**src/rtl/pcs_pkg.sv**
```systemverilog
package pcs_pkg;

    typedef enum logic [2:0] {
        SEQ_IDLE  = 3'd0,
        SEQ_ARMED = 3'd1,
        SEQ_RED   = 3'd2,
        SEQ_GRN   = 3'd3,
        SEQ_BLU   = 3'd4
    } seq_state_e;

    typedef struct packed {
        seq_state_e state;
        logic       red;
        logic       grn;
        logic       blu;
    } seq_regs_t;

endpackage

```
**src/rtl/pcs_tick_div.sv**
```systemverilog
module pcs_tick_div #(
    parameter int DIV = 100000
) (
    input  logic clk,
    input  logic rst_n,
    output logic tick_o
);
    localparam int CW = (DIV > 2) ? $clog2(DIV) : 1;

    typedef struct packed {
        logic [CW-1:0] cnt;
        logic          tick;
    } div_regs_t;

    div_regs_t r_d, r_q;

    always_comb begin
        r_d = r_q;
        if (r_q.cnt == CW'(DIV - 1)) begin
            r_d.cnt  = '0;
            r_d.tick = 1'b1;
        end else begin
            r_d.cnt  = r_q.cnt + 1'b1;
            r_d.tick = 1'b0;
        end
    end

    always_ff @(posedge clk) begin
        if (!rst_n) r_q <= '0;
        else        r_q <= r_d;
    end

    assign tick_o = r_q.tick;
endmodule

```
**src/rtl/pcs_debounce.sv**
```systemverilog
module pcs_debounce #(
    parameter int STABLE_TICKS = 3,
    parameter int SYNC_STAGES  = 2
) (
    input  logic clk,
    input  logic rst_n,
    input  logic tick_i,
    input  logic btn_i,
    output logic level_o,
    output logic press_o
);
    localparam int CW = $clog2(STABLE_TICKS + 1);

    typedef struct packed {
        logic [SYNC_STAGES-1:0] sync;
        logic                   level;
        logic [CW-1:0]          cnt;
        logic                   press;
    } deb_regs_t;

    deb_regs_t r_d, r_q;
    logic      samp;

    assign samp = r_q.sync[SYNC_STAGES-1];

    always_comb begin
        r_d       = r_q;
        r_d.sync  = {r_q.sync[SYNC_STAGES-2:0], btn_i};
        r_d.press = 1'b0;
        if (tick_i) begin
            if (samp != r_q.level) begin
                if (r_q.cnt == CW'(STABLE_TICKS - 1)) begin
                    r_d.level = samp;
                    r_d.cnt   = '0;
                    r_d.press = samp;
                end else begin
                    r_d.cnt = r_q.cnt + 1'b1;
                end
            end else begin
                r_d.cnt = '0;
            end
        end
    end

    always_ff @(posedge clk) begin
        if (!rst_n) r_q <= '0;
        else        r_q <= r_d;
    end

    assign level_o = r_q.level;
    assign press_o = r_q.press;
endmodule

```
**src/rtl/pcs_phase_seq.sv**
```systemverilog
module pcs_phase_seq
    import pcs_pkg::*;
(
    input  logic clk,
    input  logic rst_n,
    input  logic tick_i,
    input  logic trig_i,
    output logic red_o,
    output logic grn_o,
    output logic blu_o
);
    seq_regs_t r_d, r_q;

    always_comb begin
        r_d = r_q;
        unique case (r_q.state)
            SEQ_IDLE:  if (trig_i) r_d.state = SEQ_ARMED;
            SEQ_ARMED: if (tick_i) r_d.state = SEQ_RED;
            SEQ_RED:   if (tick_i) r_d.state = SEQ_GRN;
            SEQ_GRN:   if (tick_i) r_d.state = SEQ_BLU;
            SEQ_BLU:   if (tick_i) r_d.state = SEQ_IDLE;
            default:   r_d.state = SEQ_IDLE;
        endcase
        r_d.red = (r_d.state == SEQ_RED);
        r_d.grn = (r_d.state == SEQ_GRN);
        r_d.blu = (r_d.state == SEQ_BLU);
    end

    always_ff @(posedge clk) begin
        if (!rst_n) r_q <= '{state: SEQ_IDLE, red: 1'b0, grn: 1'b0, blu: 1'b0};
        else        r_q <= r_d;
    end

    assign red_o = r_q.red;
    assign grn_o = r_q.grn;
    assign blu_o = r_q.blu;
endmodule

```
**src/rtl/press_rgb_sequencer.sv**
```systemverilog
module press_rgb_sequencer #(
    parameter int DEB_DIV      = 100000,
    parameter int PHASE_DIV    = 33333333,
    parameter int STABLE_TICKS = 3,
    parameter int SYNC_STAGES  = 2
) (
    input  logic clk,
    input  logic rst_n,
    input  logic start_btn,
    output logic red_o,
    output logic grn_o,
    output logic blu_o
);
    logic deb_tick_w;
    logic ph_tick_w;
    logic level_w;
    logic trig_w;

    pcs_tick_div #(.DIV(DEB_DIV)) u_deb_div (
        .clk(clk), .rst_n(rst_n), .tick_o(deb_tick_w)
    );

    pcs_tick_div #(.DIV(PHASE_DIV)) u_ph_div (
        .clk(clk), .rst_n(rst_n), .tick_o(ph_tick_w)
    );

    pcs_debounce #(
        .STABLE_TICKS(STABLE_TICKS),
        .SYNC_STAGES (SYNC_STAGES)
    ) u_deb (
        .clk(clk), .rst_n(rst_n), .tick_i(deb_tick_w), .btn_i(start_btn),
        .level_o(level_w), .press_o(trig_w)
    );

    pcs_phase_seq u_seq (
        .clk(clk), .rst_n(rst_n), .tick_i(ph_tick_w), .trig_i(trig_w),
        .red_o(red_o), .grn_o(grn_o), .blu_o(blu_o)
    );
endmodule

```
**config.mk**
```make
export PLATFORM = sky130hd
export DESIGN_NAME = press_rgb_sequencer
export DESIGN_NICKNAME = d
export VERILOG_FILES = /design/src/rtl/pcs_pkg.sv /design/src/rtl/pcs_tick_div.sv /design/src/rtl/pcs_debounce.sv /design/src/rtl/pcs_phase_seq.sv /design/src/rtl/press_rgb_sequencer.sv
export SDC_FILE = /design/constraint.sdc
export NUM_CORES = 1
export LEC_CHECK = 0
export ABC_AREA = 1
export BUFFER_PORTS_ARGS = -buffer_cell sky130_fd_sc_hd__buf_2
export CORE_MARGIN = 2
export CORE_UTILIZATION = 51
export DETAILED_ROUTE_END_ITERATION = 6
export GPL_TIMING_DRIVEN = 0
export PLACE_DENSITY = 0.67
export SLEW_MARGIN = 20
export SYNTH_ARGS = -nofsm -noshare
export SYNTH_HDL_FRONTEND = slang
export SYNTH_HIERARCHICAL = 1
export SYNTH_SLANG_ARGS = --single-unit
export TNS_END_PERCENT = 30
```
**constraint.sdc**
```tcl
create_clock -name clk -period 3.65 [get_ports clk]
set_input_delay 0.1825 -clock clk [delete_from_list [all_inputs] [get_ports clk]]
set_output_delay 0.1825 -clock clk [all_outputs]
set_load 0.01 [all_outputs]
```
Yosys cells after proc, flatten, opt, wreduce, memory -nomap -nowiden. Index checks and enable logic that the tools add are counted.

Input port bits: 3. Flip-flop bits (word level): 56.

Eq/ne operators: 11. Add/subtract/negate cells: 3. Bitwise operators: 1. Reduce and logical (&&, ||, !) cells: 5. Muxes and demuxes: 10.

Operator list (count): $add 25x1->25 const B (1); $eq 25x25->1 const B (1); $add 17x1->17 const B (1); $eq 17x17->1 const B (1); $mux 3 (5); $pmux 3 s5 (1); $eq 3x2->1 const B (4); $eq 3x3->1 const B (2); $mux 2 (2); $reduce_and 4->1 (1); $reduce_or 2->1 (2); $eq 3x1->1 const B (1); $logic_not 3->1 (1); $reduce_and 3->1 (1); $add 2x1->2 const B (1); $eq 2x2->1 const B (1); $mux 1 (2); $ne 1x1->1 (1); $not 1->1 (1).

Longest topological paths before layout. Gate-level depths: netlist (run 1).

Word-level depth: 3. Gate-level depth with buffers: 9. Gate-level depth less buffers: 9.

Cells and area by module. The synthesis (run 1) kept the hierarchy.

Modules (own cells, without submodules): pcs_tick_div (u_ph_div) (area each 1423.9 µm², times used 1, cells each 208); pcs_tick_div (u_deb_div) (area each 955.9 µm², times used 1, cells each 142); pcs_phase_seq (area each 264.0 µm², times used 1, cells each 35); pcs_debounce (area each 240.2 µm², times used 1, cells each 35).

Least setup slack after synthesis (run 1). No wires, ideal clock.

Path kind: reg2reg. Start point: reg u_deb_div/r_q[1] (netlist name). End point: reg u_deb_div/r_q[6] (netlist name). Setup slack: 2.382 ns. Arrival: 1.151 ns. Setup time: 0.117 ns. Period minus slack after synthesis: 1.268 ns. Stages on the path, launching flop included: 8. Buffers on the path: 1. Path through: dfxtp_1 > ha_1 > nand2_1 > nor2_1 > nand3_2 > nand2_4 > buf_12 > nor2_2.

Longest elaborated chain between the ends: 2. Elaborated cells on any way between the ends: 3. Classes of those cells: 1 x add/sub; 1 x eq/ne; 1 x reduce/logical.

RTL lines: from (decl) (line pcs_tick_div.sv:15) `div_regs_t r_d, r_q;`; from (signal assigned) (line pcs_tick_div.sv:30) `else r_q <= r_d;`; branches (longest 2 deep; another with $add 17x1->17).

Several ways; the timed one is not identified. A chain may end at the register's enable or synchronous reset.

Worst setup path in the final report (run 1).
Start point: reg u_deb_div/r_q[1] (netlist name). End point: reg u_deb_div/r_q[3] (netlist name).

The elaborated chain is that of the path after synthesis.

==> results, run 1 <==
- The floorplan step set the die width to 79.2 um.
- The internal portion of the total power is between 0.7 and 0.8 mW.
- The H-tree was split into 2 levels.
- The share of total power consumed by net switching is 23.8%.
- The area of the core is 5470 um2.
- The post-synthesis area per instance is 6.87 um2.
- The area growth from synthesis to layout is 7.25%.
- Among all stages on the critical path, the largest delay is contributed by sky130_fd_sc_hd__dfxtp_1.
- The flow ran to the end, and the final reports show no timing, DRC or antenna violations.
- The antenna cell count is 0.
- The remaining max-slew budget at the tightest pin is 80.3%.
- Detailed placement ended at an HPWL of 3630 um.
- Summed over all layers, the global routing overflow is 0.
- The via count of the first global-routing pass was approximately 2100.
- Data arrives at the worst endpoint at 1.66 ns.
- Grouping stages by cell kind, the critical path spends the most delay in simple AND/OR/NAND/NOR gates.
- Setup violations remaining at the end of the flow were counted as 0.
- The clock insertion delay at the later pin of the skew report is 0.31 ns.
- In this run the cell area of the synthesized design comes to 2880 um2.
- After clock tree synthesis, the clock-pin slew on the worst setup and hold paths is 0.11 ns.
- Across the VDD grid, the largest voltage drop is 0.232 mV.
- The pin slew with the least headroom to its limit is 0.296 ns.
- The via count is ~2300.
- After floorplanning, the core was divided into 27 placement rows.
- The leakage component of the power is 1.18 nW.
- The largest net degree at the start of global routing is 20.
- The layout cell share with drive strength beyond 1 is 14.3%.
- The areal power density over the cells is 328 nW/um2.
- The master cell of the clock root buffer is sky130_fd_sc_hd__clkbuf_8.
- STA classifies the critical path endpoint as a register.
- The number of clock buffers added by TritonCTS is 5.
- The antenna violation net count after detailed routing is 0.
- The global-route wire length before repair is 8920 um.
- Setup repair after global routing left no endpoint under its margin.
- The initial antenna violation count is 0.
- During placement, the flow inserted port buffers numbering 5.
- The maximum clock insertion buffer count is 2.
- The period utilization is 39.9%.
- In this run, post-CTS hold repair placed 0 buffers.
- After detailed routing, the number of vias per cell comes to 4.61.
- The number of maximum-capacitance violations is 0.
- The number of cells in the finished layout apart from fillers is ~510.
- The buffer and inverter count on the worst path is 1.
- The share of total power dissipated in combinational logic is 3.5%.
- The CTS tree is yes.
- The number of buffers added for setup after CTS is 0.
- The netlist uses 27 different library cells.
- The data required time at the worst endpoint is 3.86 ns.
- The switching power summed over all nets is 0.242 mW.
- Global routing consumed, over all layers together, 17.4% of the routing resources.
- STA classifies the critical path startpoint as a register.
- The total of cells resized after clock tree synthesis is 0.
- The hold violation total from the final report is 0.
- The initial utilization of the core area, before any placement, comes to 52.7%.
- The design draws 1.01 mW.
- The floorplan step defined a die boundary enclosing 6270 um2.
- Traced cell by cell, the critical path runs through ha_1, nand2_1, nor2_1, nand3_2, nand2_4, buf_12, nor2_2.
- The share of the Yosys chip area taken by registers is roughly 39%.
- The sum of routed wire length over all layers is 4780 um.
- The type of the worst setup path is register to register.
- After detailed routing, the average wire length per cell comes to 9.46 um.
- The leading cell type in the layout, fill and taps excluded is sky130_fd_sc_hd__nand2_1.
- The number of cells after detailed placement is 497.
- Timing would allow up to between 600 and 700 MHz.
- The setup TNS is 0 ns.
- The clock drives 56 sinks.
- Leaving out fill and tap cells, the most frequent cells in the layout are sky130_fd_sc_hd__nand2_1 (113), sky130_fd_sc_hd__nor2_1 (80), sky130_fd_sc_hd__inv_1 (56), sky130_fd_sc_hd__dfxtp_1 (56), sky130_fd_sc_hd__nand3_1 (25).
- The total nets after synthesis is between 400 and 500.
- Sequential cells burn 61.5% of the power.
- In this run, synthesis produced a sequential element count of 56.
- The length of the first detailed-routing pass in iterations is 4.
- The minimum clock period after layout is 1.46 ns.
- The final layout contains 438 nets.
- The number of violations reported at the end of detailed-routing iteration 0 is 105.
- The min-delay analysis places its worst path in the category input pin to register.
- The count of mapped cells out of synthesis is 420.
- The maximum clock skew at final layout is 0.0133 ns.
- On the worst path, the slowest cell contributes a delay of 0.40 ns.
- The number of max-slew violations in the final report is 0.
- In this run the count of I/O pins placed on the die edge is 6.
- Along the worst path, the maximum fanout reaches 10.
- Of the total power, the clock network draws 35.1%.
- The vertical die dimension is approximately 79 um.
- The Yosys step of the flow raised 6 warnings.
- The number of DRC violations after detailed routing is 0.
- The congestion estimate from routability-driven global placement came to 0.785.
[final timing paths]
path	endpoint	startpoint	slack (ns)	cells after the start
min	u_deb/r_d[5]$_SDFF_PN0_	start_btn	0.05	3
max	u_deb_div/r_q[3]$_SDFF_PP0_	u_deb_div/r_q[1]$_SDFF_PP0_	2.19	7
max reg2reg	u_deb_div/r_q[3]$_SDFF_PP0_	u_deb_div/r_q[1]$_SDFF_PP0_	2.19	7
min reg2reg	u_deb/r_q[5]$_SDFF_PN0_	u_deb/r_d[5]$_SDFF_PN0_	0.42	2
[through the flow]
stage          util, %  hold slack [ns]  cell area [um2]  setup slack (ns)
3_5_place_dp      54.8            0.372             3000              2.19
4_1_cts           56.5           0.0395             3090              2.17
2_1_floorplan        -            0.276             2880              2.38
5_1_grt           56.5           0.0532             3090              2.03
6_report          56.5           0.0498             3090              2.19
3_3_place_gp      54.8            0.366             3000              2.20
[metal layers]
metal  up-vias  track usage (%)  share of wire (%)
met5         -                0                  0
met4         0             5.34               0.84
met3         4             3.41                2.4
met2        18             29.5                 46
met1      1017             22.3                 51
li1       1290                -                  -
[worst register-to-register path, cell delays in order, from the launching register on]
cell                      delay, ns
sky130_fd_sc_hd__dfxtp_1       0.40
sky130_fd_sc_hd__ha_1          0.23
sky130_fd_sc_hd__nand2_1       0.07
sky130_fd_sc_hd__nor2_1        0.18
sky130_fd_sc_hd__nand3_2       0.14
sky130_fd_sc_hd__nand2_4       0.14
sky130_fd_sc_hd__buf_12        0.16
sky130_fd_sc_hd__nor2_2        0.04
[synth_stat cells]
cell / n / area share (%)
sky130_fd_sc_hd__nand2_1: 113 / 15
sky130_fd_sc_hd__nor2_1: 80 / 10
sky130_fd_sc_hd__dfxtp_1: 56 / 39
sky130_fd_sc_hd__inv_1: 56 / 7.3
sky130_fd_sc_hd__nand3_1: 25 / 4.3
sky130_fd_sc_hd__nor2_2: 19 / 4.1
sky130_fd_sc_hd__xnor2_1: 12 / 3.6
sky130_fd_sc_hd__nand2_2: 8 / 1.7
sky130_fd_sc_hd__nor2_4: 8 / 3.1
sky130_fd_sc_hd__nand4_1: 7 / 1.5
sky130_fd_sc_hd__xor2_1: 6 / 1.8
sky130_fd_sc_hd__a21oi_1: 5 / 0.87
sky130_fd_sc_hd__ha_1: 3 / 1.3
sky130_fd_sc_hd__nand2_4: 3 / 1.2
sky130_fd_sc_hd__nand3_2: 3 / 1.0
sky130_fd_sc_hd__buf_6: 2 / 0.78
sky130_fd_sc_hd__inv_2: 2 / 0.26
sky130_fd_sc_hd__o21ai_0: 2 / 0.35
sky130_fd_sc_hd__o21ai_1: 2 / 0.35
sky130_fd_sc_hd__buf_12: 1 / 0.69
sky130_fd_sc_hd__clkinv_1: 1 / 0.13
sky130_fd_sc_hd__clkinv_2: 1 / 0.17
sky130_fd_sc_hd__nor3_1: 1 / 0.17
sky130_fd_sc_hd__nor3_2: 1 / 0.35
sky130_fd_sc_hd__o21ai_2: 1 / 0.30
sky130_fd_sc_hd__o21bai_1: 1 / 0.26
sky130_fd_sc_hd__or2_0: 1 / 0.22
[cell type report]
cell class	instances	area, um2
buffer	3	42.5
sequential	56	1120
clock buffer	5	68.8
timing repair buffer	5	25.0
inverter	60	226
multi-input combinational	301	1490
clock inverter	3	25.0
tap	72	90.1
fill	546	2380
[cell families (layout without fill, tap and decap cells)]
group                    after synthesis  count (layout)  synth area share, %
AO/OA/AOI/OAI                         11              11                 2.13
XOR/XNOR                              18              18                 5.47
adder cells (fa/ha/maj)                3               3                 1.30
AND/OR/NAND/NOR                      269             269                 42.9
buffers and inverters                 63              76                 9.33
flip-flops                            56              56                 38.9
[flip-flops by register name (all words and copies together), names as in the netlist]
register	cells
u_deb/level_o	1
u_deb/press_o	1
u_deb_div/tick_o	1
u_seq/blu_o	1
u_deb/r_d	1
u_ph_div/r_q	25
u_deb_div/r_q	17
u_seq/r_q	3
u_deb/r_q	3
u_ph_div/tick_o	1
u_seq/red_o	1
u_seq/grn_o	1
[power by group through the flow]
stage	registers, mW	clock network (mW)	logic (mW)
after floorplan	0.636	0	0.0275
after global placement	0.637	0	0.0353
after detailed placement	0.637	0	0.0357
after CTS	0.623	0.370	0.0359
after global routing	0.624	0.395	0.0401
final	0.623	0.355	0.0352
(Power assumes the default switching activity.)
==> run 2, diff against run 1 <==
--- a/config.mk
+++ b/config.mk
@@ -11,7 +11,7 @@
 export CORE_UTILIZATION = 51
 export DETAILED_ROUTE_END_ITERATION = 6
 export GPL_TIMING_DRIVEN = 0
-export PLACE_DENSITY = 0.67
+export PLACE_DENSITY = 0.7
 export SLEW_MARGIN = 20
 export SYNTH_ARGS = -nofsm -noshare
 export SYNTH_HDL_FRONTEND = slang
==> constraint.sdc (replaced) <==
create_clock -name clk -period 1.2 [get_ports clk]
set_input_delay 0.06 -clock clk [delete_from_list [all_inputs] [get_ports clk]]
set_output_delay 0.06 -clock clk [all_outputs]
set_load 0.01 [all_outputs]
==> results, run 2 (synthesis results as in run 1) <==
- The flow ran to the end, but the final reports show violations.
- The final reports fail on negative setup slack.
- The layout cell share with drive strength beyond 1 is 23.6%.
- The CTS tree is yes.
- The top cell types in the final layout, fill and taps aside, are sky130_fd_sc_hd__nand2_1 (108), sky130_fd_sc_hd__nor2_1 (69), sky130_fd_sc_hd__inv_1 (53).
- The count of nets left with antenna violations once routing finished came out at 0.
- IR analysis of the VDD net gives a maximum drop of 0.735 mV.
- The worst setup path is launched from a register.
- After layout, the worst path uses 117% of the clock period.
- The minimum clock period after layout is 1.40 ns.
- Relative to the synthesized area, the layout overhead comes to 16.1%.
- The data required time at the worst endpoint is 1.41 ns.
- Registers take 1150 um2.
- Entering global routing, the biggest net connects 20 pins.
- Clock-pin slew was measured on the worst setup and hold paths at 0.10 ns.
- The clock insertion delay at the later pin of the skew report is between 0.3 and 0.4 ns.
- The maximum achievable frequency is 714 MHz.
- The number of input and output port buffers inserted is 5.
- Max-cap violations in this run came to 0.
- The number of clock buffers added by TritonCTS is 5.
- For this design, the slowest cell found on the critical path is sky130_fd_sc_hd__dfxtp_4.
- CTS built an H-tree with a depth of 2.
- The top cell family by delay on the critical path is simple AND/OR/NAND/NOR gates.
- Data arrives at the worst endpoint at 1.61 ns.
- The routed length per instance is 10.2 um.
- Fill cells in the final layout number 502.
- Setup repair after global routing could not meet its margin everywhere.
- The first routing iteration left 117 violations.
- Global routing used 18.6% of the available tracks.
- In the final layout, the multi-input gates occupy roughly 1600 um2.
- The die covers 6270 um2.
- The pre-antenna-repair detailed-routing pass consisted of 5 iterations.
- The kind of path behind the tightest hold check is input pin to register.
- The register name with the most flops is u_ph_div/r_q.
- Measured against its own limit, the worst slew margin works out to 81.3%.
- In this run the count of I/O pins placed on the die edge is 6.
- The leakage component of the power is about 1.3 nW.
- The type of the worst setup path is register to register.
- The final route contains 2378 vias.
- The number of DRC violations after detailed routing is 0.
- The final core area utilization is 61.2%.
- The maximum clock insertion buffer count is 2.
- The antenna cell count is 0.
- Walking the worst path, the cells encountered are inv_4, ha_4, nand4_1, nor2_2, nand3_2, nand2_4, clkbuf_16, nor2_1.
- The master cell of the clock root buffer is sky130_fd_sc_hd__clkbuf_8.
- The tree built by TritonCTS fans out to 56 sinks.
- The final layout contains routed wiring with a total length of 5230 um.
- On the final layout, the worst clock skew is approximately 0.0064 ns.
- The largest single stage delay on the critical path is 0.38 ns.
- The initial core utilization is 52.7%.
- The final estimated routing congestion in global placement is 0.846.
- In the final design database the tool counted 445 nets.
- After global routing the overflow that remains totals 0.
- The pin slew with the least headroom to its limit is 0.280 ns.
- Measured along the x axis, the die boundary spans 79.2 um.
- From bottom edge to top edge, the die measures 79.2 um.
- The hold violation total from the final report came to 0.
- The area of the core is between 5000 and 6000 um2.
- The critical-path maximum fanout is 6.
- The register with the most flip-flops in the layout has 25 of them.
- The slack of the critical path is -0.200 ns.
- The HPWL after detailed placement is 3730 um.
- The worst setup slack for register-to-register paths is -0.20 ns.
- The global-route wire length before repair is between 9000 and 10000 um.
- Power spread over the standard cell area amounts to about 930 nW/um2.
- The number of vias per cell is around 4.6.
- In this run the core area contains 27 standard-cell rows.
- STA classifies the critical path endpoint as a register.
- The number of max-slew violations in the final report is 0.
- The largest registers in the layout are u_ph_div/r_q: 25 flops, u_deb_div/r_q: 17 flops.
- The design draws approximately 3.1 mW.
- The number of buffers and inverters on the critical path is 2.
- The initial antenna violation count is 0.
- The leading cell type in the layout, fill and taps excluded is sky130_fd_sc_hd__nand2_1.
- The setup-violating endpoint count in the final report is 36.
- The via count of the first global-routing pass came to 2278.
-- run 2: cell count changes in the layout (fill, tap and decap cells not counted), moves of 3 or more --
cell	delta
sky130_fd_sc_hd__buf_4	+4
sky130_fd_sc_hd__dfxtp_1	-14
sky130_fd_sc_hd__dfxtp_2	+8
sky130_fd_sc_hd__dfxtp_4	+6
sky130_fd_sc_hd__ha_1	-3
sky130_fd_sc_hd__ha_4	+3
sky130_fd_sc_hd__inv_1	-3
sky130_fd_sc_hd__nand2_1	-5
sky130_fd_sc_hd__nand2_2	+3
sky130_fd_sc_hd__nor2_1	-11
sky130_fd_sc_hd__nor2_2	+4
sky130_fd_sc_hd__nor2_4	+7
-- run 2: final cells by class --
cell class                      count  area share [%]
Tap cell                           72            2.69
Clock buffer                        5            2.06
Sequential cell                    56            34.5
Multi-Input combinational cell    301            48.3
Timing Repair Buffer               12            3.44
Inverter                           60            6.84
Buffer                              3            1.49
Clock inverter                      3           0.747
-- run 2: through the flow --
| step | std cells | setup WS [ns] | setup TNS, ns | cell area (um2) | hold slack, ns |
|---|---|---|---|---|---|
| after global routing | 512 | -0.308 | -8.97 | 3350 | 0.109 |
| final | 512 | -0.200 | -4.90 | 3350 | 0.0943 |
| after floorplan | 420 | -0.0317 | -0.590 | 2910 | 0.153 |
| after CTS | 509 | -0.215 | -5.60 | 3190 | 0.0781 |
| after detailed placement | 497 | -0.248 | -6.96 | 3030 | 0.248 |
| after global placement | 497 | -0.233 | -6.36 | 3030 | 0.242 |
-- run 2: tightest hold or removal path, delay by kind of cell --
family	cells	cell delay, ns
buffers and inverters	2	0.22
AND/OR/NAND/NOR	1	0.09
-- run 2: power by group --
group / internal [mW] / switching (mW) / total, mW
Clock: 0.427 / 0.632 / 1.06
Sequential: 1.87 / 0.0268 / 1.90
Combinational: 0.0742 / 0.0787 / 0.153
Total: 2.37 / 0.737 / 3.11
-- run 2: path summary, 6_finish.rpt --
check | start | end | cells after the start
setup / recovery | u_ph_div/r_q[1]$_SDFF_PP0_ | u_ph_div/r_q[25]$_SDFF_PP0_ | 8
hold / removal | rst_n | u_deb/r_d[5]$_SDFF_PN0_ | 3
setup reg to reg | u_ph_div/r_q[1]$_SDFF_PP0_ | u_ph_div/r_q[25]$_SDFF_PP0_ | 8
hold reg to reg | u_deb/r_d[5]$_SDFF_PN0_ | u_deb/r_q[5]$_SDFF_PN0_ | 2
-- run 2: routing by layer --
layer / part of all wire (%) / wire (um) / GRT usage, %
met5: 0 / 0 / 0
met3: 2.4 / 123 / 3.41
met2: 49 / 2560 / 32.5
met4: 0.65 / 34 / 6.90
met1: 48 / 2510 / 22.6
-- run 2: repair_timing --
item,in CTS,in global routing
endpoints found under the setup margin,42,43
resized for setup,12,36
pin swaps,3,11
gates cloned,0,2
buffers inserted,3,1
endpoints found under the hold margin,1,0
hold buffers,1,0
